## config.mk

```make
export PLATFORM = sky130hd
export DESIGN_NAME = ir_mode_ctrl
export DESIGN_NICKNAME = d
export VERILOG_FILES = /design/src/rtl/ir_mode_pkg.sv /design/src/rtl/ir_sd_monitor.sv /design/src/rtl/ir_startup.sv /design/src/rtl/ir_tx_guard.sv /design/src/rtl/ir_rx_stretch.sv /design/src/rtl/ir_mode_ctrl.sv
export SDC_FILE = /design/constraint.sdc
export NUM_CORES = 1
export LEC_CHECK = 0
export CAP_MARGIN = 20
export CORE_ASPECT_RATIO = 0.8
export CORE_MARGIN = 2
export CORE_UTILIZATION = 65
export CTS_BUF_LIST = sky130_fd_sc_hd__clkbuf_8
export CTS_CLUSTER_DIAMETER = 40
export CTS_CLUSTER_SIZE = 14
export DETAILED_ROUTE_END_ITERATION = 10
export PLACE_DENSITY = 0.82
export SETUP_SLACK_MARGIN = 0.2
export SLEW_MARGIN = 25
export SYNTH_ARGS = -nofsm -noshare
export SYNTH_HDL_FRONTEND = slang
export SYNTH_SLANG_ARGS = --single-unit
```

## constraint.sdc

```tcl
create_clock -name clk -period 3.8 [get_ports clk]
set_input_delay 0.76 -clock clk [delete_from_list [all_inputs] [get_ports clk]]
set_output_delay 0.76 -clock clk [all_outputs]
set_load 0.03 [all_outputs]
```

## src/rtl/ir_mode_pkg.sv

```systemverilog
package ir_mode_pkg;
  typedef enum logic {
    PW_SHORT = 1'b0,
    PW_LONG  = 1'b1
  } pw_mode_e;
endpackage

```

## src/rtl/ir_sd_monitor.sv

```systemverilog
// Measures the shutdown strobe high time and decides programming versus shutdown.
module ir_sd_monitor
  import ir_mode_pkg::*;
#(
  parameter int PROG_CYC = 30000,
  parameter int SHDN_CYC = 75000
) (
  input  logic     clk,
  input  logic     rst_n,
  input  logic     sd_in,
  input  logic     txd_in,
  output logic     shdn,
  output logic     wake,
  output pw_mode_e mode
);
  localparam int W = $clog2(SHDN_CYC + 1);
  localparam logic [W-1:0] PROG_LIM = W'(PROG_CYC);
  localparam logic [W-1:0] SHDN_LIM = W'(SHDN_CYC);
  localparam logic [W-1:0] SHDN_PRE = W'(SHDN_CYC - 1);

  logic [W-1:0] hi_cnt_q, hi_cnt_d;
  logic         cnt_en;
  logic         shdn_q, shdn_d;
  pw_mode_e     mode_q, mode_d;
  logic         mode_en;
  logic         sd_fall, prog_fall;

  always_comb begin
    sd_fall   = !sd_in && (hi_cnt_q != '0);
    cnt_en    = sd_in ? (hi_cnt_q != SHDN_LIM) : sd_fall;
    hi_cnt_d  = sd_in ? hi_cnt_q + 1'b1 : '0;
    shdn_d    = sd_in && (shdn_q || (hi_cnt_q == SHDN_PRE));
    wake      = sd_fall && shdn_q;
    prog_fall = sd_fall && (hi_cnt_q < PROG_LIM);
    mode_en   = wake || prog_fall;
    mode_d    = mode_q;
    if (wake)           mode_d = PW_SHORT;
    else if (prog_fall) mode_d = txd_in ? PW_SHORT : PW_LONG;
  end

  always_ff @(posedge clk or negedge rst_n) begin
    if (!rst_n) begin
      hi_cnt_q <= '0;
      shdn_q   <= 1'b0;
      mode_q   <= PW_SHORT;
    end else begin
      if (cnt_en)  hi_cnt_q <= hi_cnt_d;
      shdn_q <= shdn_d;
      if (mode_en) mode_q <= mode_d;
    end
  end

  assign shdn = shdn_q;
  assign mode = mode_q;
endmodule

```

## src/rtl/ir_startup.sv

```systemverilog
// Receiver start-up timer, restarted by reset and by leaving shutdown.
module ir_startup #(
  parameter int STUP_CYC = 15000
) (
  input  logic clk,
  input  logic rst_n,
  input  logic wake,
  input  logic shdn,
  output logic rx_ready
);
  localparam int W = $clog2(STUP_CYC + 1);
  localparam logic [W-1:0] LIM = W'(STUP_CYC);

  logic [W-1:0] su_q, su_d;
  logic         su_en;

  always_comb begin
    su_en = wake || (su_q != LIM);
    su_d  = wake ? '0 : su_q + 1'b1;
  end

  always_ff @(posedge clk or negedge rst_n) begin
    if (!rst_n)     su_q <= '0;
    else if (su_en) su_q <= su_d;
  end

  assign rx_ready = (su_q == LIM) && !shdn;
endmodule

```

## src/rtl/ir_tx_guard.sv

```systemverilog
// Emitter gating with a watchdog on continuous transmit-high time.
module ir_tx_guard #(
  parameter int TXG_CYC = 4000
) (
  input  logic clk,
  input  logic rst_n,
  input  logic sd_in,
  input  logic txd_in,
  output logic led_en
);
  localparam int W = $clog2(TXG_CYC + 1);
  localparam logic [W-1:0] LIM = W'(TXG_CYC);
  localparam logic [W-1:0] PRE = W'(TXG_CYC - 1);

  logic [W-1:0] run_q, run_d;
  logic         run_en;
  logic         trip_q, trip_d;

  always_comb begin
    run_en = txd_in ? (run_q != LIM) : (run_q != '0);
    run_d  = txd_in ? run_q + 1'b1 : '0;
    trip_d = txd_in && (trip_q || (run_q == PRE));
  end

  always_ff @(posedge clk or negedge rst_n) begin
    if (!rst_n) begin
      run_q  <= '0;
      trip_q <= 1'b0;
    end else begin
      if (run_en) run_q <= run_d;
      trip_q <= trip_d;
    end
  end

  assign led_en = txd_in && !sd_in && !trip_q;
endmodule

```

## src/rtl/ir_rx_stretch.sv

```systemverilog
// Stretches a one-cycle optical strobe to the selected receive pulse width.
module ir_rx_stretch
  import ir_mode_pkg::*;
#(
  parameter int SHORT_CYC = 20,
  parameter int LONG_CYC  = 100
) (
  input  logic     clk,
  input  logic     rst_n,
  input  logic     opt_pulse,
  input  logic     rx_ready,
  input  pw_mode_e mode,
  output logic     rx_active
);
  localparam int MAXC = (LONG_CYC > SHORT_CYC) ? LONG_CYC : SHORT_CYC;
  localparam int W = $clog2(MAXC + 1);
  localparam logic [W-1:0] SHORT_LIM = W'(SHORT_CYC);
  localparam logic [W-1:0] LONG_LIM  = W'(LONG_CYC);

  logic [W-1:0] st_q, st_d;
  logic         st_en, start;

  always_comb begin
    start = opt_pulse && rx_ready;
    st_en = !rx_ready || start || (st_q != '0);
    if (!rx_ready)  st_d = '0;
    else if (start) st_d = (mode == PW_LONG) ? LONG_LIM : SHORT_LIM;
    else            st_d = st_q - 1'b1;
  end

  always_ff @(posedge clk or negedge rst_n) begin
    if (!rst_n)     st_q <= '0;
    else if (st_en) st_q <= st_d;
  end

  assign rx_active = (st_q != '0);
endmodule

```

## src/rtl/ir_mode_ctrl.sv

```systemverilog
module ir_mode_ctrl
  import ir_mode_pkg::*;
#(
  parameter int SHORT_CYC = 20,
  parameter int LONG_CYC  = 100,
  parameter int TXG_CYC   = 4000,
  parameter int PROG_CYC  = 30000,
  parameter int SHDN_CYC  = 75000,
  parameter int STUP_CYC  = 15000
) (
  input  logic clk,
  input  logic rst_n,
  input  logic sd_in,
  input  logic txd_in,
  input  logic opt_pulse,
  output logic led_en,
  output logic rxd_out,
  output logic rxd_oe,
  output logic rx_ready
);
  logic     rst_meta_q, core_rst_n;
  logic     shdn, wake, rx_active;
  pw_mode_e mode;

  // asynchronous assertion, synchronous release
  always_ff @(posedge clk or negedge rst_n) begin
    if (!rst_n) begin
      rst_meta_q <= 1'b0;
      core_rst_n <= 1'b0;
    end else begin
      rst_meta_q <= 1'b1;
      core_rst_n <= rst_meta_q;
    end
  end

  ir_sd_monitor #(.PROG_CYC(PROG_CYC), .SHDN_CYC(SHDN_CYC)) u_sd (
    .clk(clk), .rst_n(core_rst_n), .sd_in(sd_in), .txd_in(txd_in),
    .shdn(shdn), .wake(wake), .mode(mode)
  );

  ir_startup #(.STUP_CYC(STUP_CYC)) u_su (
    .clk(clk), .rst_n(core_rst_n), .wake(wake), .shdn(shdn),
    .rx_ready(rx_ready)
  );

  ir_tx_guard #(.TXG_CYC(TXG_CYC)) u_tx (
    .clk(clk), .rst_n(core_rst_n), .sd_in(sd_in), .txd_in(txd_in),
    .led_en(led_en)
  );

  ir_rx_stretch #(.SHORT_CYC(SHORT_CYC), .LONG_CYC(LONG_CYC)) u_rx (
    .clk(clk), .rst_n(core_rst_n), .opt_pulse(opt_pulse),
    .rx_ready(rx_ready), .mode(mode), .rx_active(rx_active)
  );

  assign rxd_out = !rx_active;
  assign rxd_oe  = !shdn;
endmodule

```

* After elaboration in Yosys (flattened, before gate mapping) *
Index checks and enable logic that the tools add are counted.

word-level totals
  flip-flop bits (word level) = 55
  bits in latches = 0
  memory bits (writable) = 0
  memory bits (read-only) = 0
  bits of input ports = 5
  output and inout port bits = 4
  memories = 0

cells by class
  $add $sub $neg = 4
  multipliers = 0
  div/mod/pow operators = 0
  $lt $le $gt $ge = 1
  eq/ne operators = 6
  shift-type cells = 0
  mux-type cells = 11
  bitwise gates (word level) = 0
  reduce and logical (&&, ||, !) cells = 25

operators with widths
  cell                                                                            number
  7-bit two-way mux                                                               3
  17-bit by 1-bit adder with 17-bit output, second input constant                 1
  17-bit equality test, second input constant                                     1
  17-bit by 15-bit less-than comparator with 1-bit output, second input constant  1
  17-bit two-way mux                                                              1
  17-bit inequality test, second input constant                                   1
  17-bit nonzero test                                                             1
  14-bit by 1-bit adder with 14-bit output, second input constant                 1
  14-bit equality test, second input constant                                     1
  14-bit two-way mux                                                              1
  14-bit inequality test, second input constant                                   1
  12-bit by 1-bit adder with 12-bit output, second input constant                 1
  12-bit equality test, second input constant                                     1
  12-bit two-way mux                                                              1
  12-bit inequality test, second input constant                                   1
  12-bit nonzero test                                                             1
  1-bit logical AND                                                               9
  7-bit nonzero test                                                              1
  7-bit by 1-bit subtractor with 7-bit output, second input constant              1
  1-bit logical OR                                                                6
  1-bit logical NOT                                                               5
  1-bit two-way mux                                                               5
  2-bit AND reduction                                                             1
  2-bit nonzero test                                                              1

* Longest topological paths before layout *
Gate-level depths: netlist of run 1.

  word-level depth = 5
  mapped depth = 8
  depth with buffers taken out = 7

* Cells and area by module *
Synthesis of run 1 repeated with hierarchy kept, for this count alone.

second synthesis, totals
  cell total of the unflattened synthesis = 316
  area total of the unflattened synthesis = 3133.0 sq um

modules (own cells, without submodules)
  module         instances  cells each  area each (sq um)
  ir_sd_monitor  1          109         1104.8
  ir_startup     1          85          832.0
  ir_tx_guard    1          78          747.0
  ir_rx_stretch  1          39          387.9
  ir_mode_ctrl   1          5           61.3

* Worst setup path before layout of run 1 *
No wires, ideal clock.

  path type = input to output
  start point = input port txd_in
  end point = output port led_en
  arrival time = 1.776 ns
  required time = 3.040 ns
  setup slack = 1.264 ns
  stages on the path = 2
  path buffers = 1
  cells stage by stage = clkbuf_1 nor3b_1

between the ends
  word-level cells in the longest chain between the ends = 2

ends and longest elaborated chain
  item                             RTL line            text
  from (decl)                      ir_mode_ctrl.sv:14  input logic txd_in,
  1-bit logical AND (2 in series)  ir_tx_guard.sv:35   assign led_en = txd_in && !sd_in && !trip_q;
  to (decl)                        ir_mode_ctrl.sv:16  output logic led_en,

No other way between the ends.

* Final worst setup path of run 1 *
  start point = register u_su.su_q[8]
  end point = output port rx_ready

between the ends
  word-level cells in the longest chain between the ends = 2

ends and longest elaborated chain
  item                    RTL line            text
  from (decl)             ir_startup.sv:14    logic [W-1:0] su_q, su_d;
  from (signal assigned)  ir_startup.sv:24    else if (su_en) su_q <= su_d;
  14-bit equality test    ir_startup.sv:27    assign rx_ready = (su_q == LIM) && !shdn;
  1-bit logical AND       ir_startup.sv:27
  to (decl)               ir_mode_ctrl.sv:19  output logic rx_ready

No other way between the ends.

==> results.txt, run 1 <==
----------------------------------------------------
[Status]
  Status ... completed

[Clock network]
  Clock tree buffer depth ... 2
  Number of hold-repair buffers added at the cts stage ... 0
  Level count of the clock H-tree ... 2
  Root buffer selected by CTS ... sky130_fd_sc_hd__clkbuf_8
  Clock tree sinks ... 55
  Clock tree from TritonCTS ... built
  Total clock buffers created by CTS ... 5
  Number of setup buffers added after CTS ... 0
  Clock latency on the worst-skew pair ... 0.31 ns
  Clock-pin slew of the registers on the worst-case setup and hold paths ... 0.10 ns
  Post-cts repair resize count ... 0

[Placed design]
  Placed instance count ... 381
  HPWL after DPL ... 4102 um
  Count of port buffers added during placement ... 8
  Weighted congestion at the end of routability-driven global placement ... 0.8891

[Timing]
  Min Clock Period, post-route ... 3.187 ns
  Final period utilization ... 83.88%
  Number of max-slew violations in the final report ... 0
  Worst clock skew ... 0.007456 ns
  Sum Neg Setup Slack ... 0 ns
  Final Hold Vio Count ... 0
  Unrepaired setup endpoints after global routing ... no
  Max-slew headroom ... 64.45%
  Hold WS ... 0.2033 ns
  Final count of negative-setup-slack endpoints ... 0
  Worst-Margin Slew ... 0.5308 ns
  Max Fclk ... 313.7 MHz

[Worst setup path]
  Top fanout value on the critical path ... 8
  R2R cell count ... 6
  Slowest cell delay on critical path ... 0.66 ns
  Worst reg2reg endpoint ... u_tx.run_q[5]$_DFFE_PN0P_
  RR Startpoint ... u_tx.run_q[0]$_DFFE_PN0P_
  Type of element capturing the critical path ... output port
  Critical Path Start Type ... flop
  Minimum setup slack among reg-to-reg paths ... 1.62 ns
  Data required time at the worst endpoint ... 3.04 ns
  Cell with the biggest individual delay on the critical path ... sky130_fd_sc_hd__clkdlybuf4s50_1
  Data arrival time at the worst-slack endpoint ... 2.43 ns
  CP Cell Sequence ... nor4_1 -> nand3_1 -> nor3_2 -> nand2_1 -> inv_1 -> clkdlybuf4s50_1
  Type of the worst setup path ... reg -> out

[Route]
  Number of remaining DRC errors ... 0
  Drt pass-1 iters ... 4
  Number of vias in the routed layout ... 2305
  Initial DRC count ... 162
  Average routed wire per standard cell ... 14.53 um
  Via density ... 5.925
  Overall routed net length ... 5653 um
  Number of nets with antenna violations after routing ... 0

[Finish]
  Fillcell total ... 329
  Area delta synth->final ... 6.677%
  Most common cell after layout, fill and taps aside ... sky130_fd_sc_hd__dfrtp_1
  Final standard cell utilization of the core ... 71.74%
  Layout Nets ... 341
  Fraction of final layout cells with drive strength greater than 1 ... 10.94%
  Total area of multi-input combinational cells ... 1575 um^2
  Number of antenna diodes ... 0
  Post-layout instance count excluding filler cells ... 389
  Area taken by flip-flops and latches ... 1378 um^2
  Highest-count cells in the layout ignoring fill and taps ... sky130_fd_sc_hd__dfrtp_1, sky130_fd_sc_hd__nor2_1, sky130_fd_sc_hd__nand2_1

[Die]
  Initial core utilization ... 67.25%
  Standard cell core area ... 4569 um^2
  Number of placement rows ... 22
  Overall die area ... 5297 um^2
  Die Ht ... 65.50 um
  Die X-Extent ... 80.88 um
  Ports placed on the boundary ... 9

[Synthesis]
  Number of flip-flops and latches in the synthesized netlist ... 55
  Number of distinct standard cells referenced by the synthesized netlist ... 58
  Number of enable flip-flop cells after synthesis ... 0
  Synthesized netlist cell count ... 320
  Commonest register cell after synthesis ... sky130_fd_sc_hd__dfrtp_1
  Synthesized area per cell ... 9.603 um^2
  Yosys warning total ... 0
  Share of synthesized flip-flops with an asynchronous set or reset ... 100.0%
  Post-synthesis instance area ... 3073 um^2
  Number of nets in the synthesized netlist ... 333
  Share of the yosys chip area belonging to registers ... 44.79%

[Pwr]
  Worst VDD drop ... 278.4 uV
  Pwr Density ... 411.0 nW/um^2
  Pleak ... 0.001386 uW

[Global routing]
  Overall fraction of global-route tracks in use ... 24.35%
  Largest net degree at the start of global routing ... 37
  Global-route wire length before repair ... 9880 um
  Via count of the first global-routing pass ... 2132
  Number of antenna violations at the first check in global routing ... 0
  Total congestion overflow ... 0

[Flow run]
  Number of max-cap violations ... 0

[Hold path]
  Worst Hold Class ... reg -> async

----------------------------------------------------
## critical path, delay by kind of cell, from the launching register on
family                 cells  cell delay [ns]
AND/OR/NAND/NOR            4             0.93
buffers and inverters      2             0.75
flip-flops                 1             0.44
## registers in the layout, indices dropped and copies added (netlist names)
name	cells
u_sd.mode	1
core_rst_n	1
u_sd.shdn	1
u_su.su_q	14
rst_meta_q	1
u_rx.st_q	7
u_sd.hi_cnt_q	17
u_tx.run_q	12
u_tx.trip_q	1
## cells in the mapped netlist, types with 2 or more instances
cell	number	share of area, %
sky130_fd_sc_hd__o21ai_0	11	1.8
sky130_fd_sc_hd__inv_1	15	1.8
sky130_fd_sc_hd__a211oi_1	2	0.49
sky130_fd_sc_hd__a31oi_1	4	0.81
sky130_fd_sc_hd__nor3_1	17	2.8
sky130_fd_sc_hd__nand3b_1	2	0.49
sky130_fd_sc_hd__and4_1	4	1.1
sky130_fd_sc_hd__mux2_2	2	0.73
sky130_fd_sc_hd__clkbuf_1	5	0.61
sky130_fd_sc_hd__nor2b_1	3	0.61
sky130_fd_sc_hd__nor2_2	7	1.4
sky130_fd_sc_hd__and3_2	2	0.49
sky130_fd_sc_hd__xor2_1	18	5.1
sky130_fd_sc_hd__or3_1	7	1.4
sky130_fd_sc_hd__nand4b_1	3	0.86
sky130_fd_sc_hd__and2_1	2	0.41
sky130_fd_sc_hd__ha_1	8	3.3
sky130_fd_sc_hd__nand2b_1	4	0.81
sky130_fd_sc_hd__nor2_4	3	1.1
sky130_fd_sc_hd__nor2_1	29	3.5
sky130_fd_sc_hd__nand3_1	22	3.6
sky130_fd_sc_hd__nor4_1	6	1.2
sky130_fd_sc_hd__mux2i_1	2	0.65
sky130_fd_sc_hd__or3b_2	2	0.57
sky130_fd_sc_hd__a21oi_1	9	1.5
sky130_fd_sc_hd__dfrtp_1	55	45
sky130_fd_sc_hd__and3_1	4	0.81
sky130_fd_sc_hd__nor3b_1	2	0.49
sky130_fd_sc_hd__nand2_1	25	3.1
sky130_fd_sc_hd__nand4_1	7	1.4
sky130_fd_sc_hd__xnor2_1	11	3.1
## logic make-up (layout without fill, tap and decap cells)
| family | Yosys count | count (layout) | share of synthesized area, % |
|---|---|---|---|
| AND/OR/NAND/NOR | 158 | 158 | 28.87 |
| adder cells (fa/ha/maj) | 8 | 8 | 3.257 |
| buffers and inverters | 25 | 34 | 4.112 |
| multiplexers | 4 | 4 | 1.384 |
| AO/OA/AOI/OAI | 40 | 40 | 9.202 |
| flip-flops | 55 | 55 | 44.79 |
| XOR/XNOR | 29 | 29 | 8.265 |
| other | 1 | 1 | 0.1220 |
## report_power, final
part	internal (uW)	switching, uW
clock network	147	184
logic	125	152
registers	649	91.8
total	920	427
## through the flow
step / setup slack (ns) / power, uW / area [um^2]
global placement: 0.7305 / 1007 / 3178
global route: 0.3477 / 1426 / 3278
floorplan: 1.264 / 943.2 / 3073
CTS: 0.4396 / 1353 / 3273
detailed placement: 0.7232 / 1025 / 3178
finish: 0.6125 / 1347 / 3278
## worst max path at each step
stage | cells past startpoint | start | end
detailed placement | 3 | txd_in | led_en
global placement | 3 | txd_in | led_en
finish | 6 | u_su.su_q[8]$_DFFE_PN0P_ | rx_ready
global route | 6 | u_su.su_q[8]$_DFFE_PN0P_ | rx_ready
floorplan | 2 | txd_in | led_en
CTS | 6 | u_su.su_q[8]$_DFFE_PN0P_ | rx_ready
## layout make-up
| type | count | area share [%] |
|---|---|---|
| multi-input combinational | 240 | 48.05 |
| sequential | 55 | 42.02 |
| timing repair buffer | 10 | 2.901 |
| clock buffer | 6 | 2.519 |
| tap | 60 | 2.290 |
| inverter | 16 | 1.832 |
| clock inverter | 2 | 0.3817 |
## metal layers
layer / routed length (um) / global-route usage, % / vias up
met4: 46 / 8.051 / 0
met3: 265 / 4.533 / 7
met5: 0 / 0 / -
met1: 2825 / 36.69 / 1097
li1: - / - / 1139
met2: 2515 / 35.54 / 62
No activity file was read; power rests on OpenSTA's default activity.
==> run 2: changes to the inputs <==
Settings changed: CORE_UTILIZATION 65 to 64, PLACE_DENSITY 0.82 to 0.81.
Clock period 3.8 ns to 3.1 ns, I/O delays scaled along.
==> run 2 against run 1 <==
- global-route usage rose by 1.7 points
- via count grew 3.0%
- sequential power rose by 24%
- clock-buffer cell count stayed put
- clock power up 24%
- die area increased by 1.5%
- first-iteration DRC count shrank 16%
- critical endpoint is now rxd_out
- largest power group unchanged
- highest routed layer unchanged
==> results.txt, run 2 (same netlist as run 1, synthesis figures left out) <==
----------------------------------------------------
[Die]
  Die Ht ... 65.98 um
  Die X-Extent ... 81.47 um
  Standard cell core area ... 4597 um^2
  Number of placement rows ... 22
  Overall die area ... 5375 um^2
  Ports placed on the boundary ... 9
  Initial core utilization ... 66.85%

[Finish]
  Highest-count cells in the layout ignoring fill and taps ... sky130_fd_sc_hd__dfrtp_1, sky130_fd_sc_hd__nor2_1, sky130_fd_sc_hd__nand2_1
  Layout Nets ... 347
  Area taken by flip-flops and latches ... 1378 um^2
  Fraction of final layout cells with drive strength greater than 1 ... 12.24%
  Total area of multi-input combinational cells ... 1570 um^2
  Number of antenna diodes ... 0
  Fillcell total ... 337
  Area delta synth->final ... 8.062%
  Register containing the most flip-flops in the final layout ... u_sd.hi_cnt_q
  Most common cell after layout, fill and taps aside ... sky130_fd_sc_hd__dfrtp_1
  Largest register FFs ... 17
  Registers with the highest flip-flop counts ... u_sd.hi_cnt_q (17), u_su.su_q (14), u_tx.run_q (12)

[Worst setup path]
  Critical Path Start Type ... flop
  Worst setup path start ... u_rx.st_q[3]$_DFFE_PN0P_
  Top fanout value on the critical path ... 5
  Type of the worst setup path ... reg -> out
  CP endpoint ... rxd_out
  Worst reg2reg endpoint ... u_tx.run_q[5]$_DFFE_PN0P_
  Data required time at the worst endpoint ... 2.48 ns
  Data arrival time at the worst-slack endpoint ... 2.13 ns
  RR Startpoint ... u_tx.run_q[0]$_DFFE_PN0P_
  R2R cell count ... 6
  Type of element capturing the critical path ... output port
  Minimum setup slack among reg-to-reg paths ... 0.95 ns

[Timing]
  Min Clock Period, post-route ... 2.750 ns
  Final count of negative-setup-slack endpoints ... 0
  Max-slew headroom ... 45.31%
  Sum Neg Setup Slack ... 0 ns
  Max Fclk ... 363.6 MHz
  Final WS setup ... 0.3498 ns
  Worst-Margin Slew ... 0.8203 ns
  Unrepaired setup endpoints after global routing ... no
  Number of max-slew violations in the final report ... 0
  Worst clock skew ... 0.009775 ns
  Final period utilization ... 88.71%
  Final Hold Vio Count ... 0

[Pwr]
  Pleak ... 0.001436 uW
  Worst VDD drop ... 375.9 uV
  Pwr Density ... 496.8 nW/um^2

[Global routing]
  Largest net degree at the start of global routing ... 38
  Overall fraction of global-route tracks in use ... 26.07%
  Total congestion overflow ... 0
  Global-route wire length before repair ... 10630 um
  Via count of the first global-routing pass ... 2333
  Number of antenna violations at the first check in global routing ... 0

[Clock network]
  Root buffer selected by CTS ... sky130_fd_sc_hd__clkbuf_8
  Clock tree from TritonCTS ... built
  Number of hold-repair buffers added at the cts stage ... 0
  Clock-pin slew of the registers on the worst-case setup and hold paths ... 0.10 ns
  Clock latency on the worst-skew pair ... 0.30 ns
  Clock tree sinks ... 55
  Level count of the clock H-tree ... 2
  Clock tree buffer depth ... 2
  Total clock buffers created by CTS ... 5

[Flow run]
  Number of max-cap violations ... 0

[Route]
  Drt pass-1 iters ... 4
  Number of nets with antenna violations after routing ... 0
  Average routed wire per standard cell ... 15.55 um
  Number of vias in the routed layout ... 2375
  Overall routed net length ... 6144 um
  Via density ... 6.013
  Number of remaining DRC errors ... 0
  Initial DRC count ... 136

[Placed design]
  Count of port buffers added during placement ... 8
  DP Worst Slack ... 0.3707 ns
  HPWL after DPL ... 4336 um
  Weighted congestion at the end of routability-driven global placement ... 0.8833

[Hold path]
  Worst Hold Class ... reg -> reg

[Status]
  Status ... completed

----------------------------------------------------
run 2: per-layer routing:
layer	routed length (um)	GRT usage, %	vias to the layer above
li1	-	-	1157
met1	2927	36.39	1153
met2	2855	39.65	57
met3	288	5.874	8
met4	72	9.958	0
met5	0	0	-
run 2: area by class of cell:
class                      count  share of cell area, %
clock buffer                   6                  2.487
clock inverter                 2                 0.3768
inverter                      16                  1.809
multi-input combinational    240                  47.29
sequential                    55                  41.48
tap                           60                  2.261
timing repair buffer          16                  4.295
run 2: per-stage QoR:
stage / cell area, um^2 / util, % / cells / hold WS [ns] / power (uW)
5_1_grt: 3321 / 72.24 / 395 / 0.3666 / 1754
3_5_place_dp: 3201 / 69.62 / 384 / 0.3403 / 1251
4_1_cts: 3296 / 71.69 / 392 / 0.3536 / 1661
3_3_place_gp: 3201 / 69.62 / 384 / 0.3369 / 1234
2_1_floorplan: 3073 / - / 320 / 0.3244 / 1156
6_report: 3321 / 72.24 / 395 / 0.3508 / 1650
run 2: how the worst min path moves through the flow:
stage,startpoint,end,slack (ns),depth (start not counted)
3_3_place_gp,rst_meta_q$_DFF_PN0_,core_rst_n$_DFF_PN0_,0.34,0
2_1_floorplan,rst_n,core_rst_n$_DFF_PN0_,0.32,0
6_report,rst_meta_q$_DFF_PN0_,core_rst_n$_DFF_PN0_,0.35,0
3_5_place_dp,rst_meta_q$_DFF_PN0_,core_rst_n$_DFF_PN0_,0.34,0
5_1_grt,rst_meta_q$_DFF_PN0_,core_rst_n$_DFF_PN0_,0.37,0
4_1_cts,rst_meta_q$_DFF_PN0_,core_rst_n$_DFF_PN0_,0.35,0
run 2: what timing repair did:
action,4_1_cts,5_1_grt
gates resized for setup,0,1
buffers inserted,0,3
setup endpoints to repair,0,2
run 2: power by group:
group | leakage [uW] | switching (uW) | internal, uW
logic | 0.000641 | 170 | 152
registers | 0.000742 | 124 | 795
clock network | 0.0000526 | 228 | 180
run 2: critical path, stage by stage, from the launching register on:
cell	delay [ns]
sky130_fd_sc_hd__dfrtp_1	0.43
sky130_fd_sc_hd__nor4_1	0.39
sky130_fd_sc_hd__nand3b_1	0.23
sky130_fd_sc_hd__inv_1	0.11
sky130_fd_sc_hd__clkdlybuf4s50_1	0.66
==> run 3: changes to the inputs <==
Settings changed: RECOVER_POWER set to 100.
==> run 3 against run 2 <==
- the run now ends with capacitance limit, slew limit left
- combinational power decreased by 4%
- sequential power barely moved
- wire length increased by 0.57%
- cell count is the same
- maximum frequency decreased by 4.2%
- flip-flop and latch count unchanged
- clock skew up 0.00083 ns
- global-route usage is the same
- clock power is essentially flat
- clock-buffer cell count stayed put
- sequential share of layout area rose by 0.81 points
- power is 0.65% lower
- critical path type is now in -> out
- largest cell class unchanged
==> results.txt, run 3 (same netlist as run 1, synthesis figures left out) <==
----------------------------------------------------
[Status]
  Status ... finished with violations
  Violations in the final reports ... capacitance limit, slew limit

[Pwr]
  Proportion of power drawn by the clock network ... 25.1%
  Worst VDD drop ... 375.4 uV
  Sequential Power Share ... 56.0%
  Total internal power ... 1119 uW
  Share of power burned in combinational logic ... 18.9%
  Pleak ... 0.001390 uW
  Switching power share of the total ... 31.74%
  Pwr Density ... 503.6 nW/um^2
  Switching pwr ... 520.3 uW

[Worst setup path]
  R2R cell count ... 6
  Top fanout value on the critical path ... 2
  RR Startpoint ... u_sd.hi_cnt_q[0]$_DFFE_PN0P_
  Type of element capturing the critical path ... output port
  Data required time at the worst endpoint ... 2.48 ns
  Worst reg2reg endpoint ... u_su.su_q[11]$_DFFE_PN0P_
  Minimum setup slack among reg-to-reg paths ... 0.66 ns
  Critical Path Start Type ... input port
  Type of the worst setup path ... in -> out
  Data arrival time at the worst-slack endpoint ... 2.25 ns

[Global routing]
  Via count of the first global-routing pass ... 2333
  Number of antenna violations at the first check in global routing ... 0
  Busiest metal layer after global routing ... met2
  Total congestion overflow ... 0
  Overall fraction of global-route tracks in use ... 26.07%
  GR Layer Usage met2 ... 39.65%
  Largest net degree at the start of global routing ... 38
  Met3 Track Usage GR ... 5.874%
  Met1 demand-to-capacity share in global routing ... 36.39%
  Global-route wire length before repair ... 10630 um

[Timing]
  Min Clock Period, post-route ... 2.872 ns
  Number of max-slew violations in the final report ... 38
  Unrepaired setup endpoints after global routing ... no
  Final Hold Vio Count ... 0
  Final count of negative-setup-slack endpoints ... 0
  Sum Neg Setup Slack ... 0 ns
  Max Fclk ... 348.2 MHz
  Max-slew headroom ... -1.106%
  Worst clock skew ... 0.01061 ns
  Final period utilization ... 92.64%
  Worst-Margin Slew ... 1.517 ns

[Clock network]
  Clock-pin slew of the registers on the worst-case setup and hold paths ... 0.09 ns
  Level count of the clock H-tree ... 2
  Root buffer selected by CTS ... sky130_fd_sc_hd__clkbuf_8
  Clock tree buffer depth ... 2
  Clock latency on the worst-skew pair ... 0.31 ns
  Total clock buffers created by CTS ... 5
  Clock tree sinks ... 55
  Clock tree from TritonCTS ... built

[Placed design]
  Weighted congestion at the end of routability-driven global placement ... 0.8833
  HPWL after DPL ... 4336 um
  Count of port buffers added during placement ... 8

[Finish]
  Number of antenna diodes ... 0
  Register containing the most flip-flops in the final layout ... u_sd.hi_cnt_q
  Most common cell after layout, fill and taps aside ... sky130_fd_sc_hd__dfrtp_1
  Fillcell total ... 356
  Area delta synth->final ... 5.904%
  Total area of multi-input combinational cells ... 1533 um^2
  Layout Nets ... 347
  Registers with the highest flip-flop counts ... u_sd.hi_cnt_q (17), u_su.su_q (14), u_tx.run_q (12)
  Fraction of final layout cells with drive strength greater than 1 ... 8.060%
  Largest register FFs ... 17
  Highest-count cells in the layout ignoring fill and taps ... sky130_fd_sc_hd__dfrtp_1, sky130_fd_sc_hd__nor2_1, sky130_fd_sc_hd__nand2_1
  Final standard cell utilization of the core ... 70.79%
  Area taken by flip-flops and latches ... 1376 um^2

[Die]
  Die Ht ... 65.98 um
  Initial core utilization ... 66.85%
  Die X-Extent ... 81.47 um
  Ports placed on the boundary ... 9
  Overall die area ... 5375 um^2
  Number of placement rows ... 22
  Standard cell core area ... 4597 um^2

[Route]
  Initial DRC count ... 182
  Drt pass-1 iters ... 5
  Overall routed net length ... 6179 um
  Number of nets with antenna violations after routing ... 0
  Average routed wire per standard cell ... 15.64 um
  Number of remaining DRC errors ... 0
  Via density ... 6.114
  Number of vias in the routed layout ... 2415

[Hold path]
  WHS Endpoint ... core_rst_n$_DFF_PN0_
  Launch point of the worst hold path ... rst_meta_q$_DFF_PN0_
  Worst Hold Class ... reg -> reg
  Hold-critical path depth ... 0

[Flow run]
  Number of max-cap violations ... 1

----------------------------------------------------
## run 3: changes by cell type in the layout (fill, tap and decap cells not counted), moves of 2 or more
cell	previous run	this run
sky130_fd_sc_hd__clkdlybuf4s50_1	7	1
sky130_fd_sc_hd__dlygate4sd3_1	0	6
sky130_fd_sc_hd__and2_0	0	2
sky130_fd_sc_hd__nor2_1	29	34
sky130_fd_sc_hd__clkbuf_1	0	6
sky130_fd_sc_hd__nor2_2	7	2
sky130_fd_sc_hd__buf_4	8	3
sky130_fd_sc_hd__and2_1	2	0
## run 3: worst max-delay path, stage by stage
cell and delay, ns:
sky130_fd_sc_hd__dlygate4sd3_1 0.57, sky130_fd_sc_hd__nor3b_1 0.27, sky130_fd_sc_hd__dlygate4sd3_1 0.79
## run 3: metal layers
layer | vias up | part of all wire, %
met1 | 1170 | 47
met5 | - | 0
met4 | 0 | 1.5
met2 | 75 | 46
met3 | 10 | 4.6
li1 | 1160 | -
## run 3: area by class of cell
class / instances / share of cell area, %
tap: 60 / 2.307
inverter: 16 / 1.845
timing repair buffer: 16 / 3.537
clock inverter: 2 / 0.3845
clock buffer: 6 / 2.537
multi-input combinational: 240 / 47.10
sequential: 55 / 42.29
## run 3: worst max-delay path by stage
| stage | start | endpoint | slack (ns) | cells past startpoint |
|---|---|---|---|---|
| after CTS | u_rx.st_q[3]$_DFFE_PN0P_ | rxd_out | 0.21 | 4 |
| after detailed placement | txd_in | led_en | 0.37 | 3 |
| final | sd_in | led_en | 0.23 | 3 |
| after global placement | txd_in | led_en | 0.33 | 3 |
| after floorplan | txd_in | led_en | 0.84 | 2 |
| after global routing | u_rx.st_q[3]$_DFFE_PN0P_ | rxd_out | 0.15 | 4 |
## run 3: power by group through the flow
stage	Combinational [uW]	Sequential, uW	Clock [uW]
after floorplan	259	897	0
after global placement	312	922	0
after detailed placement	320	931	0
after CTS	323	916	421
after global routing	352	935	453
final	309	919	411
## run 3: timing repair
item                       CTS  global route
setup buffers                0             3
gates resized for setup      0             1
setup endpoints to repair    0             2
hold buffers                 0             0
## run 3: through the flow
step	setup WS (ns)	area [um^2]	hold WS [ns]	power, uW	std cells
after floorplan	0.8444	3073	0.3244	1156	320
after global placement	0.3264	3201	0.3369	1234	384
after detailed placement	0.3707	3201	0.3403	1251	384
after CTS	0.2079	3296	0.3536	1661	392
after global routing	0.1545	3254	0.3667	1740	395
final	0.2282	3254	0.3525	1639	395
